===== config.mk =====
export PLATFORM = sky130hd
export DESIGN_NAME = imm_merge_unit
export DESIGN_NICKNAME = d
export VERILOG_FILES = /design/src/rtl/imm_merge_pkg.sv /design/src/rtl/imm_prefix_detect.sv /design/src/rtl/imm_lock_reg.sv /design/src/rtl/imm_operand_build.sv /design/src/rtl/imm_merge_unit.sv
export SDC_FILE = /design/constraint.sdc
export NUM_CORES = 1
export LEC_CHECK = 0
export ABC_AREA = 1
export BUFFER_PORTS_ARGS = -buffer_cell sky130_fd_sc_hd__buf_2
export CELL_PAD_IN_SITES_DETAIL_PLACEMENT = 1
export CELL_PAD_IN_SITES_GLOBAL_PLACEMENT = 1
export CORE_MARGIN = 2
export CORE_UTILIZATION = 36
export DETAILED_ROUTE_END_ITERATION = 12
export PLACE_DENSITY_LB_ADDON = 0.1
export SLEW_MARGIN = 20
export SYNTH_ARGS = -nofsm -noshare
export SYNTH_HDL_FRONTEND = slang
export SYNTH_SLANG_ARGS = --single-unit
export TNS_END_PERCENT = 100

===== constraint.sdc =====
create_clock -name clk -period 1.4 [get_ports clk]
set_input_delay 0.07 -clock clk [delete_from_list [all_inputs] [get_ports clk]]
set_output_delay 0.07 -clock clk [all_outputs]
set_load 0.01 [all_outputs]

===== src/rtl/imm_merge_pkg.sv =====
package imm_merge_pkg;
  localparam int WORD_W = 32;
  localparam int HALF_W = 16;
  localparam int OPC_W  = 6;
  localparam logic [OPC_W-1:0] OPC_PREFIX = 6'b101100;

  typedef struct packed {
    logic              pending;
    logic [HALF_W-1:0] payload;
  } lock_t;
endpackage


===== src/rtl/imm_prefix_detect.sv =====
module imm_prefix_detect
  import imm_merge_pkg::*;
#(
  parameter int W   = WORD_W,
  parameter int OW  = OPC_W,
  parameter logic [OW-1:0] OPC = OPC_PREFIX
) (
  input  logic [W-1:0] word,
  output logic         is_prefix
);
  always_comb begin
    is_prefix = (word[W-1 -: OW] == OPC);
  end
endmodule


===== src/rtl/imm_lock_reg.sv =====
module imm_lock_reg
  import imm_merge_pkg::*;
#(
  parameter int HW = HALF_W
) (
  input  logic          clk,
  input  logic          rst_n,
  input  logic          accept,
  input  logic          flush,
  input  logic          is_prefix,
  input  logic [HW-1:0] new_payload,
  output logic          pending,
  output logic [HW-1:0] payload
);
  logic          pend_d;
  logic [HW-1:0] pay_d;
  logic          pay_en;

  always_comb begin
    pend_d = pending;
    pay_en = 1'b0;
    pay_d  = new_payload;
    if (flush) begin
      pend_d = 1'b0;
    end else if (accept) begin
      pend_d = is_prefix;
      pay_en = is_prefix;
    end
  end

  always_ff @(posedge clk or negedge rst_n) begin
    if (!rst_n) begin
      pending <= 1'b0;
    end else begin
      pending <= pend_d;
    end
  end

  always_ff @(posedge clk or negedge rst_n) begin
    if (!rst_n) begin
      payload <= '0;
    end else if (pay_en) begin
      payload <= pay_d;
    end
  end
endmodule


===== src/rtl/imm_operand_build.sv =====
module imm_operand_build
  import imm_merge_pkg::*;
#(
  parameter int W  = WORD_W,
  parameter int HW = HALF_W
) (
  input  logic          clk,
  input  logic          rst_n,
  input  logic          accept,
  input  logic          flush,
  input  logic          is_prefix,
  input  logic          is_imm,
  input  logic [HW-1:0] field,
  input  logic          pending,
  input  logic [HW-1:0] payload,
  output logic [W-1:0]  imm_out,
  output logic          imm_wide
);
  localparam int EXT_W = W - HW;

  logic          consume;
  logic [W-1:0]  imm_d;
  logic          wide_d;
  logic          imm_en;
  logic          wide_en;

  always_comb begin
    consume = accept && !flush && is_imm && !is_prefix;
    imm_en  = consume;
    wide_en = flush || accept;
    if (pending) begin
      imm_d = {{(EXT_W-HW){1'b0}}, payload, field};
    end else begin
      imm_d = {{EXT_W{field[HW-1]}}, field};
    end
    wide_d = consume && pending;
  end

  always_ff @(posedge clk or negedge rst_n) begin
    if (!rst_n) begin
      imm_out <= '0;
    end else if (imm_en) begin
      imm_out <= imm_d;
    end
  end

  always_ff @(posedge clk or negedge rst_n) begin
    if (!rst_n) begin
      imm_wide <= 1'b0;
    end else if (wide_en) begin
      imm_wide <= wide_d;
    end
  end
endmodule


===== src/rtl/imm_merge_unit.sv =====
module imm_merge_unit
  import imm_merge_pkg::*;
(
  input  logic              clk,
  input  logic              rst_n,
  input  logic              in_valid,
  input  logic [WORD_W-1:0] in_word,
  input  logic              in_is_imm,
  input  logic              flush,
  output logic [WORD_W-1:0] imm_out,
  output logic              imm_wide,
  output logic              irq_inhibit
);
  logic              is_prefix;
  logic              pending;
  logic [HALF_W-1:0] payload;

  imm_prefix_detect #(.W(WORD_W), .OW(OPC_W), .OPC(OPC_PREFIX)) u_det (
    .word      (in_word),
    .is_prefix (is_prefix)
  );

  imm_lock_reg #(.HW(HALF_W)) u_lock (
    .clk         (clk),
    .rst_n       (rst_n),
    .accept      (in_valid),
    .flush       (flush),
    .is_prefix   (is_prefix),
    .new_payload (in_word[HALF_W-1:0]),
    .pending     (pending),
    .payload     (payload)
  );

  imm_operand_build #(.W(WORD_W), .HW(HALF_W)) u_build (
    .clk       (clk),
    .rst_n     (rst_n),
    .accept    (in_valid),
    .flush     (flush),
    .is_prefix (is_prefix),
    .is_imm    (in_is_imm),
    .field     (in_word[HALF_W-1:0]),
    .pending   (pending),
    .payload   (payload),
    .imm_out   (imm_out),
    .imm_wide  (imm_wide)
  );

  assign irq_inhibit = pending;
endmodule


### After elaboration in Yosys (flattened, before gate mapping)

Cells that the tools add are included.

| word-level totals | value |
|---|---|
| register bits after elaboration | 50 |
| input port bits | 37 |
| output and inout port bits | 34 |

| operators by class | value |
|---|---|
| equality and inequality tests | 1 |
| muxes and demuxes | 5 |
| reductions and logical operators | 8 |

Operator list:

| kind | count |
|---|---|
| two-way mux 32 bit | 1 |
| equality test 6 bit (second input constant) | 1 |
| logical AND 1 bit | 4 |
| two-way mux 1 bit | 4 |
| zero test 1 bit | 2 |
| nonzero test 2 bit | 1 |
| logical OR 1 bit | 1 |

### Logic depth before layout (Yosys ltp)

| logic depth | value |
|---|---|
| depth in word-level cells | 5 |
| depth in mapped cells | 7 |
| gate-level depth less buffers | 6 |

### Modules after synthesis

Synthesis repeated with hierarchy kept, for this count alone.

| unflattened totals | value |
|---|---|
| cell total of the unflattened synthesis | 267 |
| area, all modules | 2240.9 µm² |

By module, submodules not included:

| module | times used | cells each | area each (µm²) | sequential area each (µm²) |
|---|---|---|---|---|
| imm_operand_build | 1 | 184 | 1487.7 | 825.8 |
| imm_lock_reg | 1 | 76 | 724.4 | 425.4 |
| imm_prefix_detect | 1 | 7 | 28.8 | 0.0 |

### Worst setup path after synthesis

No wires, ideal clock.

| timing path | value |
|---|---|
| path kind | reg2reg |
| from | register u_lock.pending |
| to | register u_build.imm_out[21] |
| setup time | 117 ps |
| arrival time | 1076 ps |
| slack | 207 ps |
| cell stages (with the launch flop) | 8 |
| path buffers | 2 |
| clock period less this slack | 1193 ps |
| path through | dfrtp_1 buf_4 inv_1 nand2_1 buf_2 nand2_1 nand3_1 nand2_1 |

| on the way | value |
|---|---|
| cells in the longest elaborated chain, start to end | 1 |

RTL lines:

| item | line | text |
|---|---|---|
| from (decl) | imm_lock_reg.sv:12 | `output logic pending,` |
| from (signal assigned) | imm_lock_reg.sv:35 | `pending <= pend_d;` |
| two-way mux 32 bit | imm_operand_build.sv:31 | `if (pending) begin` |
| to (signal assigned) | imm_operand_build.sv:43 | `imm_out <= imm_d;` |
| to (decl) | imm_operand_build.sv:16 | `output logic [W-1:0] imm_out,` |

Every way passes these cells.
A chain may end at the register's enable or synchronous reset.

### Worst setup path after layout

| timing path | value |
|---|---|
| from | register u_lock.pending |
| to | output irq_inhibit |

RTL lines:

| item | line | text |
|---|---|---|
| to (decl) | imm_merge_unit.sv:12 | `output logic irq_inhibit` |

No word-level cell between the ends.

==> flow_metrics.tcl <==
set metrics [dict create \
    tns_ps 0 \
    p_sw_w 0.000902 \
    synth_area_um2 2240 \
    synth_nets 303 \
    cts-root-buf "clkbuf_8" \
    grt_max_degree 51 \
    fillers 778 \
    cp-start-kind "flip-flop" \
    tightest_slew_ps 360 \
    cts-hold-fix-buffers 1 \
    antenna_found_initial 0 \
    multi_input_area_um2 866 \
    leakage_nw 1.56 \
    status "finished, final reports clean" \
    vias 1972 \
    ys_ff_latch 50 \
    ff_latch_area_um2 1250 \
    final_cell_mix "nand2_1, buf_2, dfrtp_1, nand3_1, nand4_1" \
    p_clk_share_pct 26.6 \
    drive_gt1_share_pct 25.9 \
    routabilityCongestion 0.767 \
    fin_nets 366 \
    crit_type "flip-flop to output pin" \
    setup_viol 0 \
    clock_latency_ps 300 \
    cp_data_arrival_time_ps 1060 \
    highest_layer "met4" \
    post-dp-hpwl_um 3990 \
    dieArea_um2 6880 \
    cts.sinks 50 \
    internal_power_w 0.00225 \
    vias_per_cell 4.89 \
    rows 28 \
    htree_levels 2 \
    ys_types 15 \
    drt-met1-wl_um 2720 \
    area_growth_pct 22.0 \
    r2r_setup_slack_ps 290 \
    crit_required_ps 1330 \
    ys_seq_area_share_pct 55.8 \
    synthesis.instances 266 \
    first_pass_iters 4 \
    finalCritPeriodShare_pct 80.9 \
    syn_avg_cell_area_um2 8.43 \
    wl_um 5700 \
    drv_cap 0 \
    wl_met2_um 2650 \
    io_pins 71 \
    dp_cells 396 \
    ir_drop_v 0.000446 \
    crit_buf_inv 2 \
    ant_nets 0 \
    max_freq_ghz 0.882 \
    finalPower_w 0.00315 \
    drv_slew 0 \
    numCtsBuffers 5 \
    fin_ws_ps 267 \
    path_depth 2 \
    layout_commonest_cell "nand2_1" \
    yosys_warnings 0 \
    pwr_density_cell_nw_per_um2 1150 \
    period_needed_ps 1130 \
    reg2reg_depth 6 \
    drcViolationCount 0 \
    grt.total_usage_pct 17.7 \
    post-cts-setup-buffer-count 0 \
    dr_wl_met3_um 269 \
    die-width_um 82.9 \
    utilization_pct 46.0 \
    hold_viol 0 \
    holdCritPathClass "input pin to flip-flop" \
    cts_buffer_depth 2 \
    grt_pass1_wl_um 10100 \
    n_antenna_cell 0 \
    grt_pass1_vias 2093 \
    final_cells 403 \
    worst_path_max_delay_cell "dfrtp_1" \
    cts.clk_slew.worst_paths_ps 90 \
    rsz0062_at_grt "no" \
    seq_power_share_pct 54.7 \
    critPathMaxStageDelay_ps 360 \
    critical_path.cell_chain "buf_4, buf_2" \
    die_h_um 82.9 \
    overflow 0 \
    comb_power_share_pct 18.7 \
    max_slew_margin_pct 76.0 \
    initial_core_util_pct 37.7 \
    io_buffers 60 \
    end_kind "output pin" \
    fp.coreArea_um2 5960 \
    critPathTopFamily "buffers and inverters" \
    drt_iter0_drc 60 \
    wl_per_cell_um 14.1 \
    crit_fanout 19 \
    switching_share_pct 28.6 \
    cts-resized-gates 0 \
    place_ws_ps 306 \
    min_path_cells 3 \
    cts_tree "yes" \
    clock_skew_ps 7.03 \
]
==> worst reg2reg max path: stages (launching register included) <==
cell and delay (ps):
dfrtp_1 390, inv_1 70, nand2_1 170, buf_12 200
nand2_1 60, nand3_1 80, nand2_1 90
==> cell usage after synthesis <==
cell type | count | area share, %
buf_2 | 11 | 2.5
buf_4 | 1 | 0.33
inv_1 | 6 | 1.0
nand2_2 | 1 | 0.28
nand2_4 | 1 | 0.50
nor2_4 | 3 | 1.5
clkbuf_1 | 1 | 0.17
inv_2 | 1 | 0.17
buf_6 | 3 | 1.5
nand4_1 | 16 | 4.5
dfrtp_1 | 50 | 56
nand3_1 | 33 | 7.4
nand3_4 | 2 | 1.6
nand2_1 | 135 | 23
nor2_1 | 2 | 0.33
==> layout make-up <==
type | count | area share (%)
Sequential cell | 50 | 45.7
Multi-Input combinational cell | 193 | 31.6
Timing Repair Buffer | 72 | 15.3
Tap cell | 75 | 3.43
Clock buffer | 6 | 3.02
Inverter | 7 | 0.960
==> path summary, 6_finish.rpt <==
path                                     startpoint                   to
worst min-delay path                     in_word[0]   u_build.imm_out[0]
worst max register to register       u_lock.pending  u_build.imm_out[17]
worst min register to register  u_build.imm_out[30]  u_build.imm_out[30]
min in group asynchronous                     rst_n  u_build.imm_out[17]
worst max-delay path                 u_lock.pending          irq_inhibit
max in group asynchronous                     rst_n  u_build.imm_out[30]
==> power by group through the flow <==
| stage | Clock, W | Sequential [W] | Combinational, W |
|---|---|---|---|
| 3_3_place_gp | 0 | 0.00175 | 0.000587 |
| 4_1_cts | 0.000862 | 0.00173 | 0.000607 |
| 5_1_grt | 0.000911 | 0.00175 | 0.000668 |
| 6_report | 0.000840 | 0.00173 | 0.000589 |
| 2_1_floorplan | 0 | 0.00183 | 0.000224 |
| 3_5_place_dp | 0 | 0.00175 | 0.000605 |
==> routing by layer <==
layer  track usage [%]  up-vias
li1                  -      974
met1              24.0      947
met2              28.9       46
met3              3.68        5
met4              4.62        0
met5                 0        -
==> cells by family after synthesis <==
family / after synthesis / synth area share (%)
flops: 50 / 55.8
simple gates: 193 / 38.6
buf+inv: 23 / 5.63
==> metrics by stage <==
stage | hold WS (ps) | cell area (um^2)
2_1_floorplan | -226 | 2240
3_3_place_gp | 85.4 | 2650
3_5_place_dp | 85.0 | 2650
4_1_cts | 18.3 | 2740
5_1_grt | 22.9 | 2740
6_report | 19.7 | 2740
==> registers in the layout (all words and copies together) (netlist names) <==
signal,count
u_build.imm_out,32
u_build.imm_wide,1
u_lock.payload,16
u_lock.pending,1
Power figures use the tool's default switching activity.
